### src/rtl/wave_timer_ch.sv
module wave_timer_ch #(
  parameter int W  = 16,
  parameter int AW = 4
) (
  input  logic          clk,
  input  logic          rst_n,
  input  logic          wr_en,
  input  logic          rd_en,
  input  logic [AW-1:0] addr,
  input  logic [31:0]   wdata,
  output logic [31:0]   rdata,
  input  logic          tick,
  input  logic          ext_evt,
  output logic          out_a,
  output logic          out_b,
  output logic          irq
);
  localparam logic [7:0] FLAG_USED = 8'h9D;

  logic [W-1:0] cnt, cnt_n, ra, rb, rc;
  logic [23:0]  mode;
  logic         clk_on, halted, down, down_n, ev_s1, ev_s2;
  logic [7:0]   flags, mask;

  wire ctl_wr = wr_en && addr == AW'(0);
  wire sw     = ctl_wr && wdata[2];
  wire clr    = rd_en && addr == AW'(6);

  wire [1:0] wsel    = mode[1:0];
  wire       stop_rc = mode[2];
  wire       dis_rc  = mode[3];
  wire [1:0] eedge   = mode[5:4];
  wire       etrg    = mode[6];

  wire ev   = (eedge[0] & ev_s1 & ~ev_s2) | (eedge[1] & ~ev_s1 & ev_s2);
  wire trig = sw | (etrg & ev);
  wire run  = clk_on & ~halted & tick;

  wire hit_a   = run && cnt == ra;
  wire hit_b   = run && cnt == rb;
  wire hit_c   = run && cnt == rc;
  wire rc_halt = hit_c & (stop_rc | dis_rc);
  wire updown  = wsel[0];
  wire [W-1:0] bound = wsel[1] ? rc : '1;
  wire ovf = run && cnt == '1 && !(updown && down);

  wire [7:0] new_flags = {ev, 2'b00, hit_c, hit_b, hit_a, 1'b0, ovf};

  always_comb begin
    cnt_n  = cnt;
    down_n = down;
    if (trig) begin
      cnt_n  = '0;
      down_n = 1'b0;
    end else if (run && !rc_halt) begin
      if (!updown)
        cnt_n = (wsel[1] && hit_c) ? '0 : cnt + 1'b1;
      else if (!down) begin
        if (cnt == bound) begin
          if (cnt != '0) begin
            cnt_n  = cnt - 1'b1;
            down_n = 1'b1;
          end
        end else
          cnt_n = cnt + 1'b1;
      end else if (cnt == '0) begin
        cnt_n  = W'(1);
        down_n = 1'b0;
      end else
        cnt_n = cnt - 1'b1;
    end
  end

  function automatic logic act(input logic cur, input logic [1:0] code);
    case (code)
      2'd1:    return 1'b1;
      2'd2:    return 1'b0;
      2'd3:    return ~cur;
      default: return cur;
    endcase
  endfunction

  function automatic logic [1:0] pick(input logic s, input logic [1:0] cs,
                                      input logic e, input logic [1:0] ce,
                                      input logic c, input logic [1:0] cc,
                                      input logic m, input logic [1:0] cm);
    if (s && cs != 2'd0)      return cs;
    else if (e && ce != 2'd0) return ce;
    else if (c && cc != 2'd0) return cc;
    else if (m)               return cm;
    else                      return 2'd0;
  endfunction

  wire [1:0] code_a = pick(sw, mode[15:14], ev, mode[13:12], hit_c, mode[11:10], hit_a, mode[9:8]);
  wire [1:0] code_b = pick(sw, mode[23:22], ev, mode[21:20], hit_c, mode[19:18], hit_b, mode[17:16]);

  always_ff @(posedge clk or negedge rst_n) begin
    if (!rst_n) begin
      cnt <= '0; down <= 1'b0; halted <= 1'b0; clk_on <= 1'b0;
      ra <= '0; rb <= '0; rc <= '0; mode <= '0;
      flags <= '0; mask <= '0; out_a <= 1'b0; out_b <= 1'b0;
      ev_s1 <= 1'b0; ev_s2 <= 1'b0;
    end else begin
      ev_s1 <= ext_evt;
      ev_s2 <= ev_s1;
      cnt   <= cnt_n;
      down  <= down_n;
      out_a <= act(out_a, code_a);
      out_b <= act(out_b, code_b);
      flags <= (clr ? 8'h00 : flags) | new_flags;
      if (trig) halted <= 1'b0;
      else if (hit_c && stop_rc) halted <= 1'b1;
      if (ctl_wr && wdata[1]) clk_on <= 1'b0;
      else if (ctl_wr && wdata[0]) clk_on <= 1'b1;
      else if (hit_c && dis_rc) clk_on <= 1'b0;
      if (wr_en) begin
        case (addr)
          AW'(1): mode <= wdata[23:0];
          AW'(2): ra   <= wdata[W-1:0];
          AW'(3): rb   <= wdata[W-1:0];
          AW'(4): rc   <= wdata[W-1:0];
          AW'(7): mask <= mask | (wdata[7:0] & FLAG_USED);
          AW'(8): mask <= mask & ~wdata[7:0];
          default: ;
        endcase
      end
    end
  end

  always_comb begin
    case (addr)
      AW'(1):  rdata = {8'h00, mode};
      AW'(2):  rdata = 32'(ra);
      AW'(3):  rdata = 32'(rb);
      AW'(4):  rdata = 32'(rc);
      AW'(5):  rdata = 32'(cnt);
      AW'(6):  rdata = {13'h0, out_b, out_a, clk_on, 8'h00, flags};
      AW'(9):  rdata = {24'h0, mask};
      default: rdata = '0;
    endcase
  end

  assign irq = |(flags & mask);

  AST_TRIG_ZERO: assert property (@(posedge clk) disable iff (!rst_n) sw |=> cnt == '0);
  AST_IDLE_HOLD: assert property (@(posedge clk) disable iff (!rst_n) (!run && !trig) |=> $stable(cnt));
  AST_FREE_STEP: assert property (@(posedge clk) disable iff (!rst_n)
    (run && wsel == 2'd0 && !rc_halt && !trig) |=> cnt == W'($past(cnt) + 1'b1));
  AST_AUTO_WRAP: assert property (@(posedge clk) disable iff (!rst_n)
    (hit_c && wsel == 2'd2 && !rc_halt && !trig) |=> cnt == '0);
  AST_STOP_HOLD: assert property (@(posedge clk) disable iff (!rst_n)
    (hit_c && stop_rc && !trig) |=> cnt == $past(cnt));
  AST_DIS_CLK: assert property (@(posedge clk) disable iff (!rst_n)
    (hit_c && dis_rc && !ctl_wr) |=> !clk_on);
  AST_RD_CLEAR: assert property (@(posedge clk) disable iff (!rst_n)
    (clr && new_flags == 8'h00) |=> flags == 8'h00);
endmodule

### config.mk
export PLATFORM = sky130hd
export DESIGN_NAME = wave_timer_ch
export DESIGN_NICKNAME = d
export VERILOG_FILES = /design/src/rtl/wave_timer_ch.sv
export SDC_FILE = /design/constraint.sdc
export NUM_CORES = 1
export LEC_CHECK = 0
export BUFFER_PORTS_ARGS = -buffer_cell sky130_fd_sc_hd__buf_2
export CORE_MARGIN = 2
export CORE_UTILIZATION = 39
export CTS_CLUSTER_DIAMETER = 40
export DETAILED_ROUTE_END_ITERATION = 7
export PLACE_DENSITY = 0.55
export SETUP_SLACK_MARGIN = 0.1
export SYNTH_ARGS = -nofsm -noshare
export SYNTH_HDL_FRONTEND = slang
export SYNTH_SLANG_ARGS = --single-unit
### constraint.sdc
create_clock -name clk -period 3.4 [get_ports clk]
set_input_delay 0.68 -clock clk [delete_from_list [all_inputs] [get_ports clk]]
set_output_delay 0.68 -clock clk [all_outputs]
set_load 0.01 [all_outputs]
# Word-level counts from Yosys, hierarchy flattened
# Cells that the tools add are included.
totals:
  n_memories: 0
  latchBits: 0
  mem_bits_ro: 0
  ff_bits: 111
  out_inout_bits: 35
  mem_bits_rw: 0
  elab_cells: 139
op_classes:
  n_mul: 0
  n_eq_ne: 21
  n_bitwise: 21
  n_reduce_logical: 47
  magnitude_cmp: 0
  n_addsub: 2
  n_shift: 0
  div_mod_pow: 0
  n_mux: 34
op_table:
  columns: ["operator", "n"]
  rows:
  - ["case mux 24 bit (7 select lines)", 1]
  - ["2-to-1 mux 16 bit", 9]
  - ["== test 16 bit", 4]
  - ["logical AND 1 bit", 21]
  - ["nonzero test 2 bit", 10]
  - ["adder 16 x 1 -> 16 bit (second input constant)", 1]
  - ["bitwise AND 8 bit", 2]
  - ["== test 16 bit (second input constant)", 1]
  - ["== test 4 x 3 -> 1 bit (second input constant)", 4]
  - ["zero test 16 bit", 1]
  - ["2-to-1 mux 2 bit", 8]
  - ["OR 8 bit", 2]
  - ["case mux 8 bit (2 select lines)", 1]
  - ["nonzero test 16 bit", 1]
  - ["subtractor 16 x 1 -> 16 bit (second input constant)", 1]
  - ["AND reduction 2 bit", 7]
  - ["2-to-1 mux 1 bit", 12]
  - ["nonzero test 3 bit", 3]
  - ["bitwise AND 1 bit", 8]
  - ["== test 2 bit (second input constant)", 4]
  - ["== test 4 x 2 -> 1 bit (second input constant)", 2]
  - ["== test 4 bit (second input constant)", 2]
  - ["2-to-1 mux 8 bit", 1]
  - ["NOT 8 bit", 1]
  - ["9 further kinds", 18]

# Logic depth before layout (Yosys ltp)
# Gate-level depths: netlist of run 1.
logic_depth:
  word_depth: 10
  mapped_depth: 11

# Worst setup path after synthesis of run 1
# Ideal clock, no wire load.
synth_timing:
  kind: "input -> output"
  startpoint: "input port addr[2]"
  endpoint: "output port rdata[0]"
  path_slack_ns: 0.668
  t_required_ns: 2.720
  arrival_time_ns: 2.052
  stages: 6
  cell_sequence: "clkbuf_1 -> nand2b_1 -> nor3_1 -> clkbuf_1 -> a22oi_1 -> nand3_1"
synth_via:
  elab_chain_cells: 2
  elab_cells_between_ends: 8
  classes_between: "eq/ne: 7; mux: 1"
synth_lines:
  columns: ["item", "line_no", "source"]
  rows:
  - ["from (decl)", "9", "input logic [AW-1:0] addr,"]
  - ["== test 4 bit (tied with other cells)", "131", "case (addr)"]
  - ["case mux 24 bit (7 select lines) (*)", "131", null]
  - ["to (decl)", "11", "output logic [31:0] rdata,"]
# Every way passes the cells marked *; elsewhere a longest branch is shown, timed or not.

# Worst setup path in the final report of run 1
layout_timing:
  startpoint: "input port addr[1]"
  endpoint: "output port rdata[4]"
# Same word-level chain as after synthesis.

==> impl_metrics.ini, run 1 <==
[route]
detail_route.drc_violations = 0
vias_per_cell = 6.01
vias = 5455
ant_nets = 0
drt-pass1-iter-count = 6
drtIter0Drc = 592
wl_per_cell_um = 22.3
routed_wl_um = 20200

[clocking]
clk_path_buf_depth = 2
hold_buffers = 0
cts_setup_buffers = 0
path_clk_slew_ns = 0.07
insertion_delay_ns = 0.36
numCtsBuffers = 9
clock_sinks = 108
cts_root_buf = clkbuf_16
ctsResizeCount = 0
cts_tree = built
h-tree-depth = 3

[setup_path]
r2r_end = cnt[5]
critPathArrivalTime_ns = 2.26
reg2regPathDepth = 11
cp.required_ns = 2.72
critPathKind = in2out
cp-start-kind = input pin
cp_max_fo = 11
rrSetupSlack_ns = 0.52
reg2reg_from = cnt[1]
endpoint_kind = output port

[global_route]
grt_use_total_pct = 23.4
grt_overflow_total = 0
grt_pass1_wl_um = 31500
antenna_found_initial = 0
grt_pass1_vias = 5378
grt_max_degree = 56

[floorplan]
io_pins = 77
die-area_um2 = 17600
core_um2 = 16400
placementRows = 47
initial_utilization_pct = 39.4
die_w_um = 133
die_h_um = 133

[timing]
period_share_pct = 86.5
max_freq_mhz = 340
setup_tns_ns = 0
hold_violations = 0
slew_headroom_pct = 41.1
setup_violations = 0
tightestPinTransition_ns = 0.882
drv_slew = 0
finalClockSkew_ns = 0.00994
period_needed_ns = 2.94
rsz0062_at_grt = false

[final_layout]
nets = 728
area_growth_pct = 13.8
drive_gt1_share_pct = 30.7
antenna_cells = 0
post-route-cell-area_um2 = 7350

[yosys]
synth_cell_types = 71
async_flop_share_pct = 100
muxShareOfSynthArea_pct = 14.1
ys.flop_type = dfrtp_1
syn-instance-count = 622
synthAdderAreaFrac_pct = 0.387
yosysWarningCount = 0
ys_ff_latch = 108
synth_top_family_by_area = compound AO/OA/AOI/OAI gates
synth_compound_area_share_pct = 17.5
synth-edff-count = 0
synthXorXnorAreaFrac_pct = 4.47
synthesis.area_um2 = 6460
seq_area_frac_synth_pct = 41.8
syn_area_per_cell_um2 = 10.4
synthSimpleGateAreaFrac_pct = 17.3

[placement]
portBuffers = 60
globalplace.congestion = 0.890
dp_hpwl_um = 14700
post_dp_cell_area_um2 = 7070

[power]
power_density_nw_per_um2 = 592
leakagePower_nw = 3.16
ir_drop_v = 0.000277

[run_status]
status = finished, final reports clean

[run]
max-cap-violations = 0

[worst_hold_path]
hp-class = in2async
[placed cells by master (no fill, tap or decap), drive strengths merged, types with 9 or more instances in the layout]
cell type and n:
clkbuf 11, nand2 45, nand2b 20, nor2 27
xnor2 17, nand3 25, dfrtp 108, a21oi 18
xor2 16, a22o 10, nor3 17, mux2i 10
a222oi 11, nor2b 13, o21ai 17, inv 15
mux2 72, nor4 9, nand4 13, buf 87
a22oi 32
[power breakdown]
group	total (mW)	leakage, nW	switching (mW)	internal, mW
sequential	2.03	1.34	0.465	1.57
clock	1.04	0.135	0.499	0.539
combinational	1.28	1.69	0.664	0.614
total	4.35	3.16	1.63	2.72
[how the worst max path moves through the flow]
stage	start	slack, ns	to	depth (start not counted)
finish	addr[1]	0.46	rdata[4]	7
global route	cnt[8]	0.27	cnt[9]	9
CTS	addr[1]	0.49	rdata[4]	7
detailed placement	addr[1]	0.50	rdata[8]	7
global placement	addr[1]	0.54	rdata[13]	7
floorplan	addr[2]	0.67	rdata[0]	6
[worst max-delay path, cell delays in order]
cell      delay [ns]
buf_2           0.14
nand2b_1        0.19
nor3_2          0.55
buf_4           0.32
a22oi_1         0.11
nand3_1         0.13
buf_2           0.14
[layout make-up]
type	count	area [um^2]
sequential	108	2700
clock inverter	4	32.5
timing repair buffer	87	518
fill	1575	9050
tap	220	275
clock buffer	11	253
multi-input combinational	465	3520
inverter	13	48.8
[cells by family (layout without fill, tap and decap cells)]
family                     count (synthesis)  after routing
adders and majority gates                  2              2
other                                      1              8
and+or+nand+nor                          198            198
buffers and inverters                     56            115
xor gates and xnor gates                  33             33
AOI/OAI and AO/OA                        142            142
DFF                                      108            108
muxes                                     82             82
[routing by layer]
metal	GRT usage (%)	part of all wire [%]	wire length, um	up-vias
met5	0	0	0	-
met4	6.75	2.2	444	0
met3	3.87	6.1	1240	34
li1	-	-	-	2435
met1	32.2	43	8650	2772
met2	38.3	49	9880	214
[metrics by stage]
| stage | worst slack, ns | hold WS (ns) | util, % | std cells | power [mW] |
|---|---|---|---|---|---|
| 2_1_floorplan | 0.668 | 0.366 | - | 629 | 2.84 |
| 3_3_place_gp | 0.538 | 0.380 | 43.1 | 893 | 3.28 |
| 3_5_place_dp | 0.503 | 0.382 | 43.1 | 893 | 3.31 |
| 4_1_cts | 0.494 | 0.398 | 44.8 | 908 | 4.36 |
| 5_1_grt | 0.274 | 0.413 | 44.8 | 908 | 4.60 |
| 6_report | 0.459 | 0.382 | 44.8 | 908 | 4.35 |
[synth_stat cells (5+ instances only)]
cell type  instances  area share [%]
a31oi_1            8            0.77
nand4_1           13             1.3
a22oi_1           32             3.7
buf_4             15             1.7
a21o_1             6            0.70
a222oi_1          11             1.7
nand3_1           25             1.9
buf_2             11            0.85
mux2_2            72              13
nor2b_1           13             1.3
a21oi_1           16             1.2
a22o_1            10             1.4
mux2i_1           10             1.5
inv_2              5            0.29
nor3_1            14             1.1
nand2b_1          19             1.8
nor4_1             9            0.87
inv_1              8            0.46
or3_1              5            0.48
xor2_1            16             2.2
o21ai_1            5            0.39
xnor2_1           17             2.3
dfrtp_1          108              42
and2_1             6            0.58
o21ai_0           11            0.85
clkbuf_1          17            0.99
nor2_1            25             1.5
nand2_1           43             2.5
[registers in the layout, indices dropped and copies added (netlist names), named ones only]
signal and cells:
flags 5, ra 16, cnt 16, down 1, rc 16, clk_on 1, ev_s1 1, rb 16
halted 1, ev_s2 1, out_b 1, mask 3, out_a 1, mode 24
(Power assumes the default switching activity.)
==> inputs of run 2 (changes only) <==
- ABC_AREA: not set -> 1
- CORE_UTILIZATION: 39 -> 54
- PLACE_DENSITY: 0.55 -> 0.75
- clock period: 3.4 -> 2.4 ns (I/O delays scaled with it)
==> impl_metrics.ini, run 2 <==
[floorplan]
die_h_um = 118
die-area_um2 = 13900
core_um2 = 12600
io_pins = 77
initial_utilization_pct = 55.3
die_w_um = 118
placementRows = 41

[placement]
dp_hpwl_um = 17400
globalplace.congestion = 1.00
dp_cells = 1245
portBuffers = 60

[setup_path]
r2r_end = cnt[1]
critPathArrivalTime_ns = 1.77
cp_max_fo = 5
reg2regPathDepth = 8
rrSetupSlack_ns = 0.25
cp.required_ns = 1.92
reg2reg_from = mode[4]
critPathKind = in2out
cp-start-kind = input pin
endpoint_kind = output port

[yosys]
synth-edff-count = 0
synthTopCellsByCount = nand2_1, inv_1, dfrtp_1, o21ai_0, nor2_1
yosysTopAreaCellShare_pct = 38.7
async_flop_share_pct = 100
synth_cell_types = 46
syn_area_per_cell_um2 = 7.03
synth_area_leaders = dfrtp_1, nand2_1, o21ai_0, inv_1, nor2_1
yosysMostFrequentCell = nand2_1
ys_ff_latch = 108
synthesis.area_um2 = 6980
yosysTopAreaCell = dfrtp_1
syn-instance-count = 994
seq_area_frac_synth_pct = 38.7
yosysWarningCount = 0
ys.flop_type = dfrtp_1

[final_layout]
nets = 1131
multiInputGateArea_um2 = 3620
final_cell_mix = nand2_1, inv_1, dfrtp_1, o21ai_0, nor2_1
fill_cells = 1186
drive_gt1_share_pct = 19.7
stdcell_count = 1264
largest_register_ffs = 24
layout_commonest_cell = nand2_1
regMostFlops = mode
area_growth_pct = 16.7
regArea_um2 = 2710
antenna_cells = 0

[clocking]
cts_root_buf = clkbuf_16
hold_buffers = 0
numCtsBuffers = 9
clock_sinks = 108
path_clk_slew_ns = 0.07
clk_path_buf_depth = 2
cts_tree = built
insertion_delay_ns = 0.37
h-tree-depth = 3

[power]
p_sw_share_pct = 39.9
power_density_nw_per_um2 = 781
leakagePower_nw = 4.16
seq_power_share_pct = 39.8
p_sw_mw = 2.54
ir_drop_v = 0.000573
p_int_mw = 3.83
p_clk_share_pct = 25.2
p_comb_share_pct = 35.0

[run_status]
status = finished, final reports clean

[route]
wl_per_cell_um = 18.2
routed_wl_um = 23000
vias_per_cell = 5.64
ant_nets = 0
vias = 7126
drtIter0Drc = 715
drt-pass1-iter-count = 6
detail_route.drc_violations = 0

[timing]
slew_headroom_pct = 64.6
period_needed_ns = 2.25
rsz0062_at_grt = true
tightestPinTransition_ns = 0.526
drv_slew = 0
setup_violations = 0
hold_violations = 0
setup_tns_ns = 0
finalClockSkew_ns = 0.0124
period_share_pct = 93.9
max_freq_mhz = 444

[global_route]
grt_use_met2_pct = 51.6
grt_use_total_pct = 33.5
grt_pass1_wl_um = 36000
grt_overflow_total = 0
busiest_layer = met2
use_met1_pct = 45.9
antenna_found_initial = 0
grt_pass1_vias = 6741
grtUsageMet3_pct = 7.61
grt_max_degree = 46

[run]
max-cap-violations = 0

[worst_hold_path]
hp-class = in2async
## run 2: layout make-up
cell class / instances / area share (%)
Timing Repair Buffer: 120 / 9.90
Multi-Input combinational cell: 722 / 44.4
Tap cell: 172 / 2.64
Timing Repair inverter: 1 / 0.0921
Clock buffer: 11 / 2.98
Clock inverter: 5 / 0.814
Inverter: 125 / 5.94
Sequential cell: 108 / 33.3
## run 2: metal layers
metal | wire length (um) | share of wire (%) | vias to the layer above
li1 | - | - | 3399
met5 | 0 | 0 | -
met2 | 10400 | 45 | 349
met4 | 796 | 3.5 | 0
met3 | 1870 | 8.1 | 70
met1 | 9930 | 43 | 3308
## run 2: worst max-delay path, cell delays in order
cell and delay, ns:
buf_2 0.10, inv_1 0.07, nor2_2 0.05, inv_2 0.11
nor2_4 0.05, inv_1 0.09, buf_4 0.15, o22ai_1 0.07
a221oi_1 0.25, o2111ai_1 0.18, buf_2 0.17
## run 2: power by group through the flow
stage	clock network, mW	registers [mW]	logic [mW]
after global routing	1.68	2.57	2.50
after global placement	0	2.54	2.10
after floorplan	0	2.42	1.55
after detailed placement	0	2.54	2.14
final	1.60	2.54	2.23
after CTS	1.61	2.51	2.15
## run 2: worst max-delay path by stage
stage | from | end | slack, ns | depth (start not counted)
after floorplan | cnt[0] | cnt[3] | 0.33 | 18
after detailed placement | addr[2] | rdata[3] | 0.03 | 10
after CTS | addr[3] | rdata[14] | 0.11 | 9
after global placement | addr[2] | rdata[3] | 0.09 | 10
final | addr[2] | rdata[0] | 0.15 | 11
after global routing | addr[0] | rdata[3] | 0.07 | 9
## run 2: kinds of logic after synthesis
kind of cell | count (synthesis) | synth area share [%]
AND/OR/NAND/NOR | 496 | 30.6
AO/OA/AOI/OAI | 189 | 15.7
buffers and inverters | 171 | 11.1
flip-flops | 108 | 38.7
XOR/XNOR | 25 | 3.14
adder cells (fa/ha/maj) | 2 | 0.358
multiplexers | 2 | 0.322
other | 1 | 0.0537
## run 2: stage by stage
stage          hold slack (ns)  total power, mW  setup WS [ns]  utilization [%]  cell area, um^2
2_1_floorplan            0.184             3.97          0.333                -             7010
4_1_cts                 0.0685             6.28          0.111             63.6             8020
6_report                0.0574             6.37          0.147             64.6             8150
5_1_grt                 0.0815             6.75         0.0687             64.6             8150
3_3_place_gp             0.388             4.64         0.0859             61.1             7710
3_5_place_dp             0.394             4.68         0.0323             61.1             7710
## run 2: what timing repair did
item | in CTS | in global routing
pin swaps | 0 | 3
buffers inserted | 0 | 2
gates cloned | 0 | 1
setup endpoints to repair | 4 | 34
resized for setup | 1 | 40
==> inputs of run 3 (changes only) <==
==> constraint.sdc (replaced) <==
create_clock -name clk -period 2.4 [get_ports clk]
set_input_delay 0.48 -clock clk [delete_from_list [all_inputs] [get_ports clk]]
set_output_delay 0.48 -clock clk [all_outputs]
set_load 0.02 [all_outputs]
==> impl_metrics.ini, run 3 (synthesized netlist as in run 2, its figures left out) <==
[power]
p_sw_mw = 2.61
p_comb_share_pct = 35.6
p_clk_share_pct = 24.1
ir_drop_v = 0.000681
p_int_mw = 3.75
p_sw_share_pct = 41.0
power_density_nw_per_um2 = 777
leakagePower_nw = 4.16
seq_power_share_pct = 40.2

[setup_path]
cp-startpoint = addr[1]
cpMostUsedCell = buf_2
reg2reg_from = cnt[1]
cpMaxStageDelayCell = o22ai_1
crit_buf_inv = 4
cp_max_fo = 6
crit_path_max_incr_delay_ns = 0.30
cp-start-kind = input pin
cp_top_family = buffers and inverters
endpoint_kind = output port
critPathKind = in2out
cp.required_ns = 1.92
critPathArrivalTime_ns = 1.80
crit_path_cell_trace = buf_2, nor2_1, inv_1, nor2_4, inv_2, o22ai_1, a221oi_1, nand2_1, buf_2

[timing]
tightestPinTransition_ns = 0.601
period_needed_ns = 2.28
slew_headroom_pct = 59.5
drv_slew = 0
setup_tns_ns = 0
rsz0062_at_grt = true
period_share_pct = 95.0
setup_violations = 0
finalClockSkew_ns = 0.0134
max_freq_mhz = 439
whs_ns = 0.0637
hold_violations = 0

[clocking]
hold_buffers = 0
cts_root_buf = clkbuf_16
path_clk_slew_ns = 0.08
clk_path_buf_depth = 2
cts_tree = built
numCtsBuffers = 9
h-tree-depth = 3
clock_sinks = 108
insertion_delay_ns = 0.37

[placement]
globalplace.congestion = 1.05
portBuffers = 60
dp_hpwl_um = 17400

[floorplan]
initial_utilization_pct = 55.3
placementRows = 41
die_h_um = 118
die-area_um2 = 13900
io_pins = 77
die_w_um = 118
core_um2 = 12600

[route]
detail_route.drc_violations = 0
wl_per_cell_um = 18.1
routed_wl_um = 22800
drtIter0Drc = 882
vias_per_cell = 5.72
drt-pass1-iter-count = 6
ant_nets = 0
vias = 7231

[final_layout]
layout_commonest_cell = nand2_1
area_growth_pct = 17.1
final_cell_mix = nand2_1, inv_1, dfrtp_1, o21ai_0, nor2_1
fill_cells = 1194
largest_register_ffs = 24
antenna_cells = 0
nets = 1131
regMostFlops = mode
drive_gt1_share_pct = 20.1

[global_route]
grt_pass1_wl_um = 36600
grt_overflow_total = 0
grt_pass1_vias = 6851
grt_max_degree = 36
grt_use_total_pct = 33.9
antenna_found_initial = 0

[run_status]
status = finished, final reports clean

[worst_hold_path]
hp-class = in2async

[run]
max-cap-violations = 0
-- run 3: timing repair --
item,in CTS,in global routing
gates cloned,0,1
setup endpoints to repair,8,34
resized for setup,4,53
pin swaps,0,6
setup buffers,0,3
endpoints found under the hold margin,0,0
-- run 3: cell type report --
class / count / area [um^2] / share of cell area [%]
Sequential cell: 108 / 2710 / 33.2
Tap cell: 172 / 215 / 2.63
Clock inverter: 6 / 62.6 / 0.765
Multi-Input combinational cell: 722 / 3620 / 44.3
Timing Repair inverter: 1 / 7.51 / 0.0918
Inverter: 125 / 487 / 5.95
Timing Repair Buffer: 120 / 833 / 10.2
Clock buffer: 10 / 239 / 2.92
-- run 3: power by group through the flow --
stage,Combinational (mW),Clock (mW),Sequential [mW]
final,2.26,1.53,2.55
after global routing,2.55,1.62,2.60
after CTS,2.17,1.55,2.54
after detailed placement,2.16,0,2.57
after global placement,2.12,0,2.56
after floorplan,1.59,0,2.43
-- run 3: worst reg2reg max path, delay by kind of cell (launching register included) --
kind / cells / cell delay (ns)
and+or+nand+nor: 11 / 1.04
adders and majority gates: 1 / 0.21
AOI/OAI and AO/OA: 1 / 0.08
buffers and inverters: 3 / 0.27
DFF: 1 / 0.46
-- run 3: final timing paths --
kind,depth (start not counted),slack (ns),end
setup / recovery,9,0.12,rdata[12]
hold / removal,1,0.06,rc[0]
setup reg to reg,16,0.26,cnt[5]
hold reg to reg,0,0.41,ev_s2
max in group asynchronous,2,1.74,rc[2]
min in group clk,1,0.21,ev_s1
-- run 3: metrics by stage --
stage / instance area, um^2 / util, % / cells / worst slack, ns / power (mW)
after detailed placement: 7710 / 61.1 / 1244 / 0.0587 / 4.73
after global routing: 8180 / 64.8 / 1264 / 0.0741 / 6.77
final: 8180 / 64.8 / 1264 / 0.121 / 6.35
after global placement: 7710 / 61.1 / 1244 / 0.0617 / 4.68
after CTS: 8010 / 63.5 / 1260 / 0.105 / 6.26
after floorplan: 7010 / - / 1001 / 0.242 / 4.02
-- run 3: routing by layer --
layer	track usage [%]	part of all wire, %	vias up
li1	-	-	3401
met1	47.4	42	3383
met2	53.4	46	385
met3	5.86	8.3	62
met4	11.4	3.3	0
met5	0	0	-
